<file path="src/rtl/pix_fmt_pkg.sv">
package pix_fmt_pkg;
  localparam int LANE_W = 16;

  typedef enum logic [1:0] {
    FMT_RGB  = 2'd0,
    FMT_Y444 = 2'd1,
    FMT_Y422 = 2'd2,
    FMT_ALT  = 2'd3
  } fmt_e;

  typedef enum logic [2:0] {
    ORD_RGB = 3'd0,
    ORD_GBR = 3'd1,
    ORD_BRG = 3'd2,
    ORD_RBG = 3'd3,
    ORD_GRB = 3'd4,
    ORD_BGR = 3'd5
  } ord_e;

  typedef enum logic [2:0] {
    MAP_PASS = 3'd0,
    MAP_CYCY = 3'd1,
    MAP_YCYC = 3'd2,
    MAP_CY   = 3'd3,
    MAP_YC   = 3'd4
  } map_e;

  typedef enum logic [2:0] {
    DEP_8  = 3'd0,
    DEP_10 = 3'd1,
    DEP_12 = 3'd2,
    DEP_16 = 3'd3
  } dep_e;

  function automatic logic is_ycc(input logic [1:0] f);
    return (f == FMT_Y444) || (f == FMT_Y422);
  endfunction
endpackage

</file>
<file path="src/rtl/pix_fmt_clamp.sv">
module pix_fmt_clamp
  import pix_fmt_pkg::*;
#(
  parameter int CW = 12
) (
  input  logic                 clk_i,
  input  logic                 rst_ni,
  input  logic                 vld_i,
  input  logic [2:0][CW-1:0]   ch_i,
  input  logic [1:0]           fmt_i,
  input  logic                 rb_swap_i,
  input  logic [CW-1:0]        y_lo_i,
  input  logic [CW-1:0]        y_hi_i,
  input  logic [CW-1:0]        c_lo_i,
  input  logic [CW-1:0]        c_hi_i,
  output logic                 vld_o,
  output logic                 par_o,
  output logic [2:0][CW-1:0]   ch_o
);
  logic              swap_en;
  logic              clamp_en;
  logic [2:0][CW-1:0] sw;
  logic [2:0][CW-1:0] cl;
  logic              prev_vld;
  logic              nxt_par;

  always_comb begin
    unique case (fmt_i)
      FMT_Y422: swap_en = 1'b1;
      FMT_Y444: swap_en = 1'b0;
      default:  swap_en = rb_swap_i;
    endcase
  end

  assign clamp_en = is_ycc(fmt_i);
  assign sw[0] = swap_en ? ch_i[2] : ch_i[0];
  assign sw[1] = ch_i[1];
  assign sw[2] = swap_en ? ch_i[0] : ch_i[2];

  for (genvar k = 0; k < 3; k++) begin : g_clamp
    localparam bit IS_Y = (k == 1);
    logic [CW-1:0] lo, hi, v;
    assign lo = IS_Y ? y_lo_i : c_lo_i;
    assign hi = IS_Y ? y_hi_i : c_hi_i;
    always_comb begin
      if (!clamp_en)       v = sw[k];
      else if (sw[k] < lo) v = lo;
      else if (sw[k] > hi) v = hi;
      else                 v = sw[k];
    end
    assign cl[k] = v;
  end

  // parity restarts at the first valid pixel after a gap
  always_ff @(posedge clk_i or negedge rst_ni) begin
    if (!rst_ni) begin
      vld_o    <= 1'b0;
      par_o    <= 1'b0;
      ch_o     <= '0;
      prev_vld <= 1'b0;
      nxt_par  <= 1'b0;
    end else begin
      vld_o    <= vld_i;
      ch_o     <= cl;
      prev_vld <= vld_i;
      if (vld_i) begin
        par_o   <= prev_vld ? nxt_par : 1'b0;
        nxt_par <= prev_vld ? ~nxt_par : 1'b1;
      end
    end
  end
endmodule

</file>
<file path="src/rtl/pix_fmt_order.sv">
module pix_fmt_order
  import pix_fmt_pkg::*;
#(
  parameter int CW = 12
) (
  input  logic                 clk_i,
  input  logic                 rst_ni,
  input  logic                 vld_i,
  input  logic                 par_i,
  input  logic [2:0][CW-1:0]   ch_i,
  input  logic [1:0]           fmt_i,
  input  logic [2:0]           order_i,
  output logic                 vld_o,
  output logic                 par_o,
  output logic [2:0][CW-1:0]   p_o,
  output logic [CW-1:0]        y_o,
  output logic [CW-1:0]        c_o
);
  logic [2:0]         ord;
  logic [1:0]         s0, s1, s2;
  logic [2:0][CW-1:0] p;
  logic [CW-1:0]      c_sel;

  function automatic logic [CW-1:0] pick(input logic [2:0][CW-1:0] ch, input logic [1:0] s);
    unique case (s)
      2'd0:    return ch[0];
      2'd1:    return ch[1];
      default: return ch[2];
    endcase
  endfunction

  always_comb begin
    unique case (fmt_i)
      FMT_Y422: ord = ORD_RGB;
      FMT_Y444: ord = ORD_BGR;
      default:  ord = order_i;
    endcase
  end

  always_comb begin
    unique case (ord)
      ORD_GBR: {s0, s1, s2} = {2'd1, 2'd2, 2'd0};
      ORD_BRG: {s0, s1, s2} = {2'd2, 2'd0, 2'd1};
      ORD_RBG: {s0, s1, s2} = {2'd0, 2'd2, 2'd1};
      ORD_GRB: {s0, s1, s2} = {2'd1, 2'd0, 2'd2};
      ORD_BGR: {s0, s1, s2} = {2'd2, 2'd1, 2'd0};
      default: {s0, s1, s2} = {2'd0, 2'd1, 2'd2};
    endcase
  end

  assign p[0] = pick(ch_i, s0);
  assign p[1] = pick(ch_i, s1);
  assign p[2] = pick(ch_i, s2);

  // 4:2:2: even pixels carry position 2, odd pixels position 0
  assign c_sel = (fmt_i == FMT_Y422) ? (par_i ? p[0] : p[2]) : p[0];

  always_ff @(posedge clk_i or negedge rst_ni) begin
    if (!rst_ni) begin
      vld_o <= 1'b0;
      par_o <= 1'b0;
      p_o   <= '0;
      y_o   <= '0;
      c_o   <= '0;
    end else begin
      vld_o <= vld_i;
      par_o <= par_i;
      p_o   <= p;
      y_o   <= p[1];
      c_o   <= c_sel;
    end
  end
endmodule

</file>
<file path="src/rtl/pix_fmt_lane.sv">
module pix_fmt_lane
  import pix_fmt_pkg::*;
#(
  parameter int CW = 12
) (
  input  logic                  clk_i,
  input  logic                  rst_ni,
  input  logic                  vld_i,
  input  logic                  par_i,
  input  logic [2:0][CW-1:0]    p_i,
  input  logic [CW-1:0]         y_i,
  input  logic [CW-1:0]         c_i,
  input  logic [2:0]            lane_map_i,
  input  logic [2:0]            depth_i,
  output logic                  vld_o,
  output logic [3*LANE_W-1:0]   pix_o
);
  logic [2:0][CW-1:0] ln;
  logic [3*LANE_W-1:0] fitted;

  function automatic logic [LANE_W-1:0] fit(input logic [CW-1:0] v, input logic [2:0] d);
    logic [LANE_W-1:0] e;
    e = LANE_W'(v);
    unique case (d)
      DEP_10:  return e >> (CW - 10);
      DEP_12:  return e >> (CW - 12);
      DEP_16:  return e << (LANE_W - CW);
      default: return e >> (CW - 8);
    endcase
  endfunction

  always_comb begin
    unique case (lane_map_i)
      MAP_CYCY: ln = par_i ? {{CW{1'b0}}, c_i, y_i} : {{CW{1'b0}}, y_i, c_i};
      MAP_YCYC: ln = par_i ? {{CW{1'b0}}, y_i, c_i} : {{CW{1'b0}}, c_i, y_i};
      MAP_CY:   ln = {{CW{1'b0}}, y_i, c_i};
      MAP_YC:   ln = {{CW{1'b0}}, c_i, y_i};
      default:  ln = p_i;
    endcase
  end

  for (genvar k = 0; k < 3; k++) begin : g_fit
    assign fitted[(2-k)*LANE_W +: LANE_W] = fit(ln[k], depth_i);
  end

  always_ff @(posedge clk_i or negedge rst_ni) begin
    if (!rst_ni) begin
      vld_o <= 1'b0;
      pix_o <= '0;
    end else begin
      vld_o <= vld_i;
      pix_o <= vld_i ? fitted : '0;
    end
  end
endmodule

</file>
<file path="src/rtl/pix_fmt_out.sv">
module pix_fmt_out
  import pix_fmt_pkg::*;
#(
  parameter int CW = 12
) (
  input  logic                 clk_i,
  input  logic                 rst_ni,
  input  logic                 vld_i,
  input  logic [3*CW-1:0]      pix_i,
  input  logic [1:0]           fmt_i,
  input  logic                 rb_swap_i,
  input  logic [2:0]           order_i,
  input  logic [2:0]           lane_map_i,
  input  logic [2:0]           depth_i,
  input  logic [CW-1:0]        y_lo_i,
  input  logic [CW-1:0]        y_hi_i,
  input  logic [CW-1:0]        c_lo_i,
  input  logic [CW-1:0]        c_hi_i,
  output logic                 vld_o,
  output logic [3*LANE_W-1:0]  pix_o
);
  logic [2:0][CW-1:0] ch_in;
  logic               s1_vld, s1_par;
  logic [2:0][CW-1:0] s1_ch;
  logic               s2_vld, s2_par;
  logic [2:0][CW-1:0] s2_p;
  logic [CW-1:0]      s2_y, s2_c;

  for (genvar k = 0; k < 3; k++) begin : g_unpack
    assign ch_in[k] = pix_i[(2-k)*CW +: CW];
  end

  pix_fmt_clamp #(.CW(CW)) u_clamp (
    .clk_i     (clk_i),
    .rst_ni    (rst_ni),
    .vld_i     (vld_i),
    .ch_i      (ch_in),
    .fmt_i     (fmt_i),
    .rb_swap_i (rb_swap_i),
    .y_lo_i    (y_lo_i),
    .y_hi_i    (y_hi_i),
    .c_lo_i    (c_lo_i),
    .c_hi_i    (c_hi_i),
    .vld_o     (s1_vld),
    .par_o     (s1_par),
    .ch_o      (s1_ch)
  );

  pix_fmt_order #(.CW(CW)) u_order (
    .clk_i   (clk_i),
    .rst_ni  (rst_ni),
    .vld_i   (s1_vld),
    .par_i   (s1_par),
    .ch_i    (s1_ch),
    .fmt_i   (fmt_i),
    .order_i (order_i),
    .vld_o   (s2_vld),
    .par_o   (s2_par),
    .p_o     (s2_p),
    .y_o     (s2_y),
    .c_o     (s2_c)
  );

  pix_fmt_lane #(.CW(CW)) u_lane (
    .clk_i      (clk_i),
    .rst_ni     (rst_ni),
    .vld_i      (s2_vld),
    .par_i      (s2_par),
    .p_i        (s2_p),
    .y_i        (s2_y),
    .c_i        (s2_c),
    .lane_map_i (lane_map_i),
    .depth_i    (depth_i),
    .vld_o      (vld_o),
    .pix_o      (pix_o)
  );
endmodule

</file>
<file path="config.mk">
export PLATFORM = sky130hd
export DESIGN_NAME = pix_fmt_out
export DESIGN_NICKNAME = d
export VERILOG_FILES = /design/src/rtl/pix_fmt_pkg.sv /design/src/rtl/pix_fmt_clamp.sv /design/src/rtl/pix_fmt_order.sv /design/src/rtl/pix_fmt_lane.sv /design/src/rtl/pix_fmt_out.sv
export SDC_FILE = /design/constraint.sdc
export NUM_CORES = 1
export LEC_CHECK = 0
export CORE_UTILIZATION = 40
export CTS_BUF_LIST = sky130_fd_sc_hd__clkbuf_8
export CTS_CLUSTER_DIAMETER = 150
export DETAILED_ROUTE_END_ITERATION = 8
export DONT_BUFFER_PORTS = 1
export GPL_TIMING_DRIVEN = 0
export PLACE_DENSITY = 0.6
export SKIP_CTS_REPAIR_TIMING = 1
export SLEW_MARGIN = 20
export SYNTH_ARGS = -nofsm -noshare
export SYNTH_HDL_FRONTEND = slang
export SYNTH_HIERARCHICAL = 1
export SYNTH_SLANG_ARGS = --single-unit
</file>
<file path="constraint.sdc">
create_clock -name clk_i -period 5.5 [get_ports clk_i]
set_clock_uncertainty 0.05 [all_clocks]
set_input_delay 0.275 -clock clk_i [delete_from_list [all_inputs] [get_ports clk_i]]
set_output_delay 0.275 -clock clk_i [all_outputs]
set_load 0.005 [all_outputs]
</file>
# Word-level counts from Yosys, hierarchy flattened
# Cells that the tools add are included.
[word_totals] register_bits=138 output_inout_bits=49
[op_classes] n_lt_le_gt_ge=6 n_eq_ne=17 n_mux=30 bitwise_logic=1 n_reduce_logical=10
[op_table] operator="$mux 12" count=13
[op_table] operator="$pmux 16 s3" count=3
[op_table] operator="$pmux 36 s4" count=1
[op_table] operator="$pmux 12 s2" count=3
[op_table] operator="$mux 24" count=2
[op_table] operator="$mux 48" count=1
[op_table] operator="$gt 12x12->1" count=3
[op_table] operator="$lt 12x12->1" count=3
[op_table] operator="$eq 3x2->1 const B" count=6
[op_table] operator="$pmux 2 s2" count=3
[op_table] operator="$reduce_or 2->1" count=6
[op_table] operator="$eq 3x1->1 const B" count=3
[op_table] operator="$eq 3x3->1 const B" count=3
[op_table] operator="$eq 2x1->1 const B" count=4
[op_table] operator="$logic_not 2->1" count=3
[op_table] operator="$pmux 3 s2" count=1
[op_table] operator="$eq 2x2->1 const B" count=1
[op_table] operator="$mux 1" count=2
[op_table] operator="$pmux 1 s2" count=1
[op_table] operator="$logic_or 1x1->1" count=1
[op_table] operator="$not 1->1" count=1

# Longest topological paths before layout
# Gate-level depths: netlist of the first run.
[logic_depth] depth_word=9 depth_mapped=15 mapped_depth_nobuf=12

# By module
# Netlist of the first run, hierarchy kept.
[by_module_without_submodules] mod="pix_fmt_clamp" instances=1 cells_each=472 area_each_um2=4216.5 seq_area_each_um2=975.9
[by_module_without_submodules] mod="pix_fmt_lane" instances=1 cells_each=503 area_each_um2=4161.5 seq_area_each_um2=1226.2
[by_module_without_submodules] mod="pix_fmt_order" instances=1 cells_each=202 area_each_um2=2507.4 seq_area_each_um2=1251.2

# Least setup slack after synthesis of the first run
# Ideal clock, no wire load.
[synth_path] path_kind="input -> register" from="input fmt_i[0]" to="register u_clamp/ch_o[26] (netlist bit)" arrival_ns=3.324 required_ns=5.356 path_slack_ns=2.032 path_stages=15 n_path_buf=3 path_cell_list="inv_1 -> ha_1 -> buf_4 -> mux2i_4 -> buf_2 -> mux2i_1 -> inv_1 -> ha_1 -> and4_1 -> and3b_1 -> a2111o_1 -> nor2_4 -> buf_2 -> nor3_1 -> a211oi_1"
[synth_between] elab_chain_len=7
[synth_lines] item="start, declared" line_no="pix_fmt_out.sv:10" rtl="input logic [1:0] fmt_i,"
[synth_lines] item="$eq 2x1->1 or $eq 2x2->1 (tied branches)" line_no="pix_fmt_pkg.sv:36, pix_fmt_clamp.sv:28"
[synth_lines] item="$pmux 1 s2" line_no="pix_fmt_clamp.sv:28" rtl="unique case (fmt_i)"
[synth_lines] item="$mux 12" line_no="pix_fmt_clamp.sv:38" rtl="assign sw[2] = swap_en ? ch_i[0] : ch_i[2];"
[synth_lines] item="$gt 12x12->1" line_no="pix_fmt_clamp.sv:48" rtl="else if (sw[k] > hi) v = hi;"
[synth_lines] item="$mux 12" line_no="pix_fmt_clamp.sv:48"
[synth_lines] item="$mux 12" line_no="pix_fmt_clamp.sv:47" rtl="else if (sw[k] < lo) v = lo;"
[synth_lines] item="$mux 12 *" line_no="pix_fmt_clamp.sv:46" rtl="if (!clamp_en) v = sw[k];"
[synth_lines] item="via u_clamp.g_clamp[2].v[2]" line_no="pix_fmt_clamp.sv:42" rtl="logic [CW-1:0] lo, hi, v;"
[synth_lines] item="end signal, assigned" line_no="pix_fmt_clamp.sv:64" rtl="ch_o <= cl;"
[synth_lines] item="end, declared" line_no="pix_fmt_clamp.sv:18" rtl="output logic [2:0][CW-1:0] ch_o"
# The timed path passes the listed nets; every way through them passes the cells marked *.
# A chain may end at the register's enable or synchronous reset.

# Worst setup path after layout of the first run
[layout_path] from="input fmt_i[0]" to="register u_clamp/ch_o[29] (netlist bit)"
# Same word-level chain as after synthesis.

==> results.json, run 1 <==
{
  "dr.first_iter.drc_count": 1368,
  "drv_slew": 0,
  "grt_overflow": 0,
  "start_util": 0.406,
  "stdcell_count": 1577,
  "cts_root_buf": "clkbuf_8",
  "clockBufferDepth": 2,
  "cts_tree": "built",
  "synth_top_area_cell": "dfrtp_1",
  "avgSynthCellArea_um2": 9.25,
  "final-setup-viol-count": 0,
  "cp.required_ns": 5.80,
  "io_pins": 148,
  "layout_commonest_cell": "dfrtp_1",
  "hold_class": "in2reg",
  "dp.cells": 1518,
  "finalHoldViolCount": 0,
  "cap_violations": 0,
  "ys_top_cells_by_area": "dfrtp_1 32%, ha_1 8.5%, mux2i_1 4.2%",
  "peakVddDrop_uv": 149,
  "crit_arrival_ns": 4.11,
  "synth_ff_type": "dfrtp_1",
  "synth-edff-count": 0,
  "drt_pass1_iterations": 8,
  "dieArea_um2": 27900,
  "cts.sinks": 138,
  "relSlewSlack": 0.464,
  "drc": 0,
  "cts_htree_levels": 4,
  "synthDistinctLibCells": 92,
  "ys_seq_elements": 138,
  "num-nets-final": 1396,
  "clkSlewWorstSetupHoldPaths_ns": 0.09,
  "synth_fp_nets": 1350,
  "endpoint_kind": "flop",
  "fin_ws_ns": 1.69,
  "grt_max_degree": 139,
  "numCtsBuffers": 17,
  "place_ws_ns": 1.35,
  "min_period_ns": 3.81,
  "powerDensity_nw_per_um2": 305,
  "worstSkewPairLatency_ns": 0.47,
  "grt_pass1_vias": 9423,
  "tns_ns": 0,
  "ys_seq_area_frac": 0.317,
  "core_um2": 26800,
  "fin_crit_sh": 0.693,
  "fin_total_pwr_mw": 3.67,
  "cp_max_fo": 10,
  "rows": 60,
  "grt.total_usage": 0.246,
  "die_height_um": 167,
  "via_count": 9840,
  "antenna_found_initial": 0,
  "io_buffers": 0,
  "cp-start-kind": "input pin",
  "place_hpwl_um": 26900,
  "vias_per_cell": 6.24,
  "synth_top_area_frac": 0.317,
  "grt_pass1_wl_um": 53400,
  "rrSetupSlack_ns": 3.08,
  "worst_slew_pin_slew_ns": 0.803,
  "die-width_um": 167,
  "max_freq_mhz": 263,
  "p_leak_nw": 5.42,
  "layout_common_cells": "138 x dfrtp_1, 94 x inv_1, 74 x ha_1, 71 x nor2_1, 64 x a21oi_1",
  "syn_inst": 1177,
  "insertedDiodeCount": 0,
  "globalplace.congestion": 0.935,
  "status": "complete, no violations",
  "rsz0062_at_grt": "false",
  "syn_area_um2": 10900,
  "drive_gt1_frac": 0.127,
  "crit_type": "in2reg",
  "async_reset_ff_frac": 1.00,
  "ant_nets": 0,
  "syn2layout_area_growth_pct": 10.5,
  "yosysWarnings": 6,
  "routed_wl_um": 34600,
  "avgRoutedWirePerCell_um": 21.9
}
routing by layer:
layer / track usage / part of all wire / vias to the layer above
met5: 0 / 0 / -
met4: 0.0737 / 0.020 / 0
met3: 0.0487 / 0.080 / 52
met2: 0.388 / 0.46 / 522
met1: 0.339 / 0.44 / 4743
li1: - / - / 4523
cell usage after synthesis (37+ instances only):
cell type	n
a211oi_1	50
dfrtp_1	138
clkbuf_1	40
nor3_1	40
a221o_1	38
ha_1	74
nor2_1	71
o21ai_0	46
mux2i_1	46
nand2_1	37
a21oi_1	64
inv_1	94
final timing paths:
check | endpoint | cells after the start | start
worst max register to register | u_lane/pix_o[38] | 8 | u_order/par_o
max in group asynchronous | u_clamp/ch_o[17] | 2 | rst_ni
worst min register to register | u_order/vld_o | 0 | u_clamp/prev_vld
worst min-delay path | u_clamp/ch_o[9] | 2 | c_hi_i[9]
min in group asynchronous | u_lane/pix_o[29] | 2 | rst_ni
worst max-delay path | u_clamp/ch_o[29] | 14 | fmt_i[0]
layout make-up:
type / instances / area, um^2
repair buffers: 27 / 288
clock inverters: 15 / 193
clock buffers: 17 / 234
multi-input cells: 844 / 6480
plain buffers: 100 / 599
well taps: 341 / 427
flip-flops and latches: 138 / 3450
inverters: 95 / 357
fillers: 2613 / 14800
critical path, stage by stage:
cell and delay (ns):
inv_1 0.03, ha_1 0.31, mux2i_2 0.50, buf_2 0.43, mux2i_1 0.34, inv_1 0.14
ha_1 0.30, a21oi_1 0.15, o21ai_0 0.19, a2111o_1 0.50, nor2_4 0.23, buf_2 0.30
nor3_1 0.07, a211oi_1 0.32
power breakdown:
| part | total (mW) | internal, mW | switching, mW |
|---|---|---|---|
| registers | 1.40 | 1.20 | 0.194 |
| logic | 1.38 | 0.579 | 0.797 |
| clock network | 0.893 | 0.429 | 0.464 |
cells by family after synthesis:
| group | Yosys count | synth area share |
|---|---|---|
| AOI/OAI and AO/OA | 398 | 0.288 |
| and+or+nand+nor | 305 | 0.154 |
| buffers and inverters | 195 | 0.0878 |
| DFF | 138 | 0.317 |
| adders and majority gates | 74 | 0.0851 |
| muxes | 63 | 0.0653 |
| xor gates and xnor gates | 4 | 0.00322 |
stage by stage:
stage / hold slack [ns] / instance area, um^2 / utilization
floorplan: -0.0706 / 10900 / -
global placement: -0.0676 / 11300 / 0.422
detailed placement: -0.0671 / 11300 / 0.422
CTS: -0.600 / 11700 / 0.438
global route: 0.0364 / 12000 / 0.449
finish: 0.0474 / 12000 / 0.449
registers in the layout, indices dropped and copies added (netlist names), 12 cells and up:
name	cells
u_order/c_o	12
u_order/y_o	12
u_clamp/ch_o	36
u_lane/pix_o	48
u_order/p_o	24
Note: power is estimated with default switching activity, not from simulation.
==> run 2, diff against run 1 <==
- PLACE_DENSITY: 0.6 -> 0.62
- clock period: 5.5 -> 3.4 ns (I/O delays scaled with it)
==> run 2 against run 1 <==
Against the previous run: register-to-register slack lost 2.1 ns; sequential share of layout area fell by 0.37 points; die area stayed put; via count up 2.4%; total power rose by 59%; final cell count increased by 0.63%; largest power group is now combinational logic; global-route usage hardly changed; hold slack worse by 0.037 ns; clock power increased by 44%; first-iteration DRC count decreased by 12%.
==> results.json, run 2 (synthesis results as in run 1) <==
{
  "cts_htree_levels": 4,
  "grt_pass1_wl_um": 53500,
  "insertedDiodeCount": 0,
  "swShare": 0.398,
  "reg2reg_to": "u_lane/pix_o[38]",
  "p_leak_nw": 5.46,
  "clockPowerShare": 0.221,
  "dieArea_um2": 27900,
  "largest_reg_flops": 48,
  "max_freq_mhz": 299,
  "core_um2": 26800,
  "cts_tree": "built",
  "clockBufferDepth": 2,
  "final-setup-viol-count": 0,
  "grt.total_usage": 0.246,
  "num-nets-final": 1406,
  "p_int_mw": 3.51,
  "syn2layout_area_growth_pct": 11.9,
  "rrSetupSlack_ns": 1.01,
  "hold_depth": 2,
  "via_count": 10100,
  "ant_nets": 0,
  "reg2reg_from": "u_order/par_o",
  "vias_per_cell": 6.35,
  "relSlewSlack": 0.452,
  "finalHoldViolCount": 0,
  "drv_slew": 0,
  "grt_pass1_vias": 9394,
  "hold_class": "in2reg",
  "die-width_um": 167,
  "fillers": 2578,
  "crit_type": "in2reg",
  "min_period_ns": 3.34,
  "io_buffers": 0,
  "antenna_found_initial": 0,
  "tns_ns": 0,
  "peakVddDrop_uv": 242,
  "layout_common_cells": "138 x dfrtp_1, 96 x inv_1, 74 x ha_1, 71 x nor2_1, 64 x a21oi_1",
  "status": "complete, no violations",
  "holdPathEnd": "u_clamp/ch_o[33]",
  "place_ws_ns": -0.856,
  "grt_overflow": 0,
  "io_pins": 148,
  "place_hpwl_um": 26900,
  "globalplace.congestion": 0.960,
  "reg2regPathDepth": 8,
  "post-route-util": 0.455,
  "stdcell_area_um2": 12200,
  "numCtsBuffers": 17,
  "min-delay-start": "c_hi_i[9]",
  "drt_pass1_iterations": 6,
  "cap_violations": 0,
  "rows": 60,
  "drive_gt1_frac": 0.139,
  "top_regs": "u_lane/pix_o: 48 flops, u_clamp/ch_o: 36 flops, u_order/p_o: 24 flops",
  "fin_crit_sh": 0.983,
  "routed_wl_um": 35100,
  "crit_arrival_ns": 3.62,
  "dr.first_iter.drc_count": 1199,
  "cts.sinks": 138,
  "endpoint_kind": "flop",
  "start_util": 0.406,
  "clkSlewWorstSetupHoldPaths_ns": 0.09,
  "cp.required_ns": 3.68,
  "place_area_um2": 11300,
  "rsz0062_at_grt": "true",
  "fin_ws_ns": 0.0569,
  "largest-register": "u_lane/pix_o",
  "drc": 0,
  "p_seq_frac": 0.386,
  "cp_max_fo": 10,
  "die_height_um": 167,
  "powerDensity_nw_per_um2": 479,
  "p_switching_mw": 2.33,
  "layout_commonest_cell": "dfrtp_1",
  "cts_root_buf": "clkbuf_8",
  "worstSkewPairLatency_ns": 0.45,
  "avgRoutedWirePerCell_um": 22.1,
  "worst_slew_pin_slew_ns": 0.822,
  "grt_max_degree": 139,
  "cp-start-kind": "input pin",
  "combPwrFrac": 0.393
}
-- run 2: power by group through the flow --
stage	logic, mW	registers, mW	clock network, mW
global route	2.45	2.29	1.39
finish	2.29	2.25	1.29
global placement	2.06	2.28	0
CTS	2.10	2.25	1.32
detailed placement	2.09	2.28	0
floorplan	1.57	2.15	0
-- run 2: area by class of cell --
class	count	area (um^2)	area share
Multi-Input combinational cell	844	6550	0.538
Sequential cell	138	3450	0.283
Buffer	100	636	0.0522
Tap cell	341	427	0.0350
Timing Repair Buffer	37	380	0.0312
Inverter	95	357	0.0293
Clock buffer	17	234	0.0192
Clock inverter	15	141	0.0116
-- run 2: worst max-delay path: stages --
cell      delay (ns)
inv_1           0.03
ha_1            0.36
buf_6           0.20
mux2i_4         0.28
buf_12          0.19
mux2i_2         0.25
inv_1           0.12
ha_1            0.30
and4_1          0.25
and3b_1         0.22
a2111o_1        0.40
nor2_4          0.24
buf_4           0.24
a211oi_1        0.08
a211oi_2        0.29
-- run 2: how the worst max path moves through the flow --
stage / startpoint / end / slack (ns) / cells past startpoint
after floorplan: fmt_i[0] / u_clamp/ch_o[26] / 0.04 / 15
after global placement: fmt_i[0] / u_clamp/ch_o[25] / -0.85 / 15
after detailed placement: fmt_i[0] / u_clamp/ch_o[25] / -0.86 / 15
after CTS: fmt_i[0] / u_clamp/ch_o[25] / -0.38 / 15
after global routing: fmt_i[0] / u_clamp/ch_o[25] / -0.004 / 14
final: fmt_i[0] / u_clamp/ch_o[25] / 0.06 / 15
-- run 2: routing by layer --
| layer | routed length [um] | vias up | part of all wire | track usage |
|---|---|---|---|---|
| met2 | 15700 | 579 | 0.45 | 0.393 |
| met4 | 1170 | 0 | 0.033 | 0.0934 |
| met1 | 15200 | 4852 | 0.43 | 0.329 |
| met3 | 2950 | 99 | 0.084 | 0.0435 |
| met5 | 0 | - | 0 | 0 |
| li1 | - | 4545 | - | - |
-- run 2: through the flow --
stage	power (mW)	cells	hold WS (ns)
final	5.84	1587	0.0106
after global routing	6.13	1587	0.00285
after CTS	5.67	1550	-0.663
after detailed placement	4.37	1518	-0.172
after global placement	4.34	1518	-0.173
after floorplan	3.72	1177	-0.176
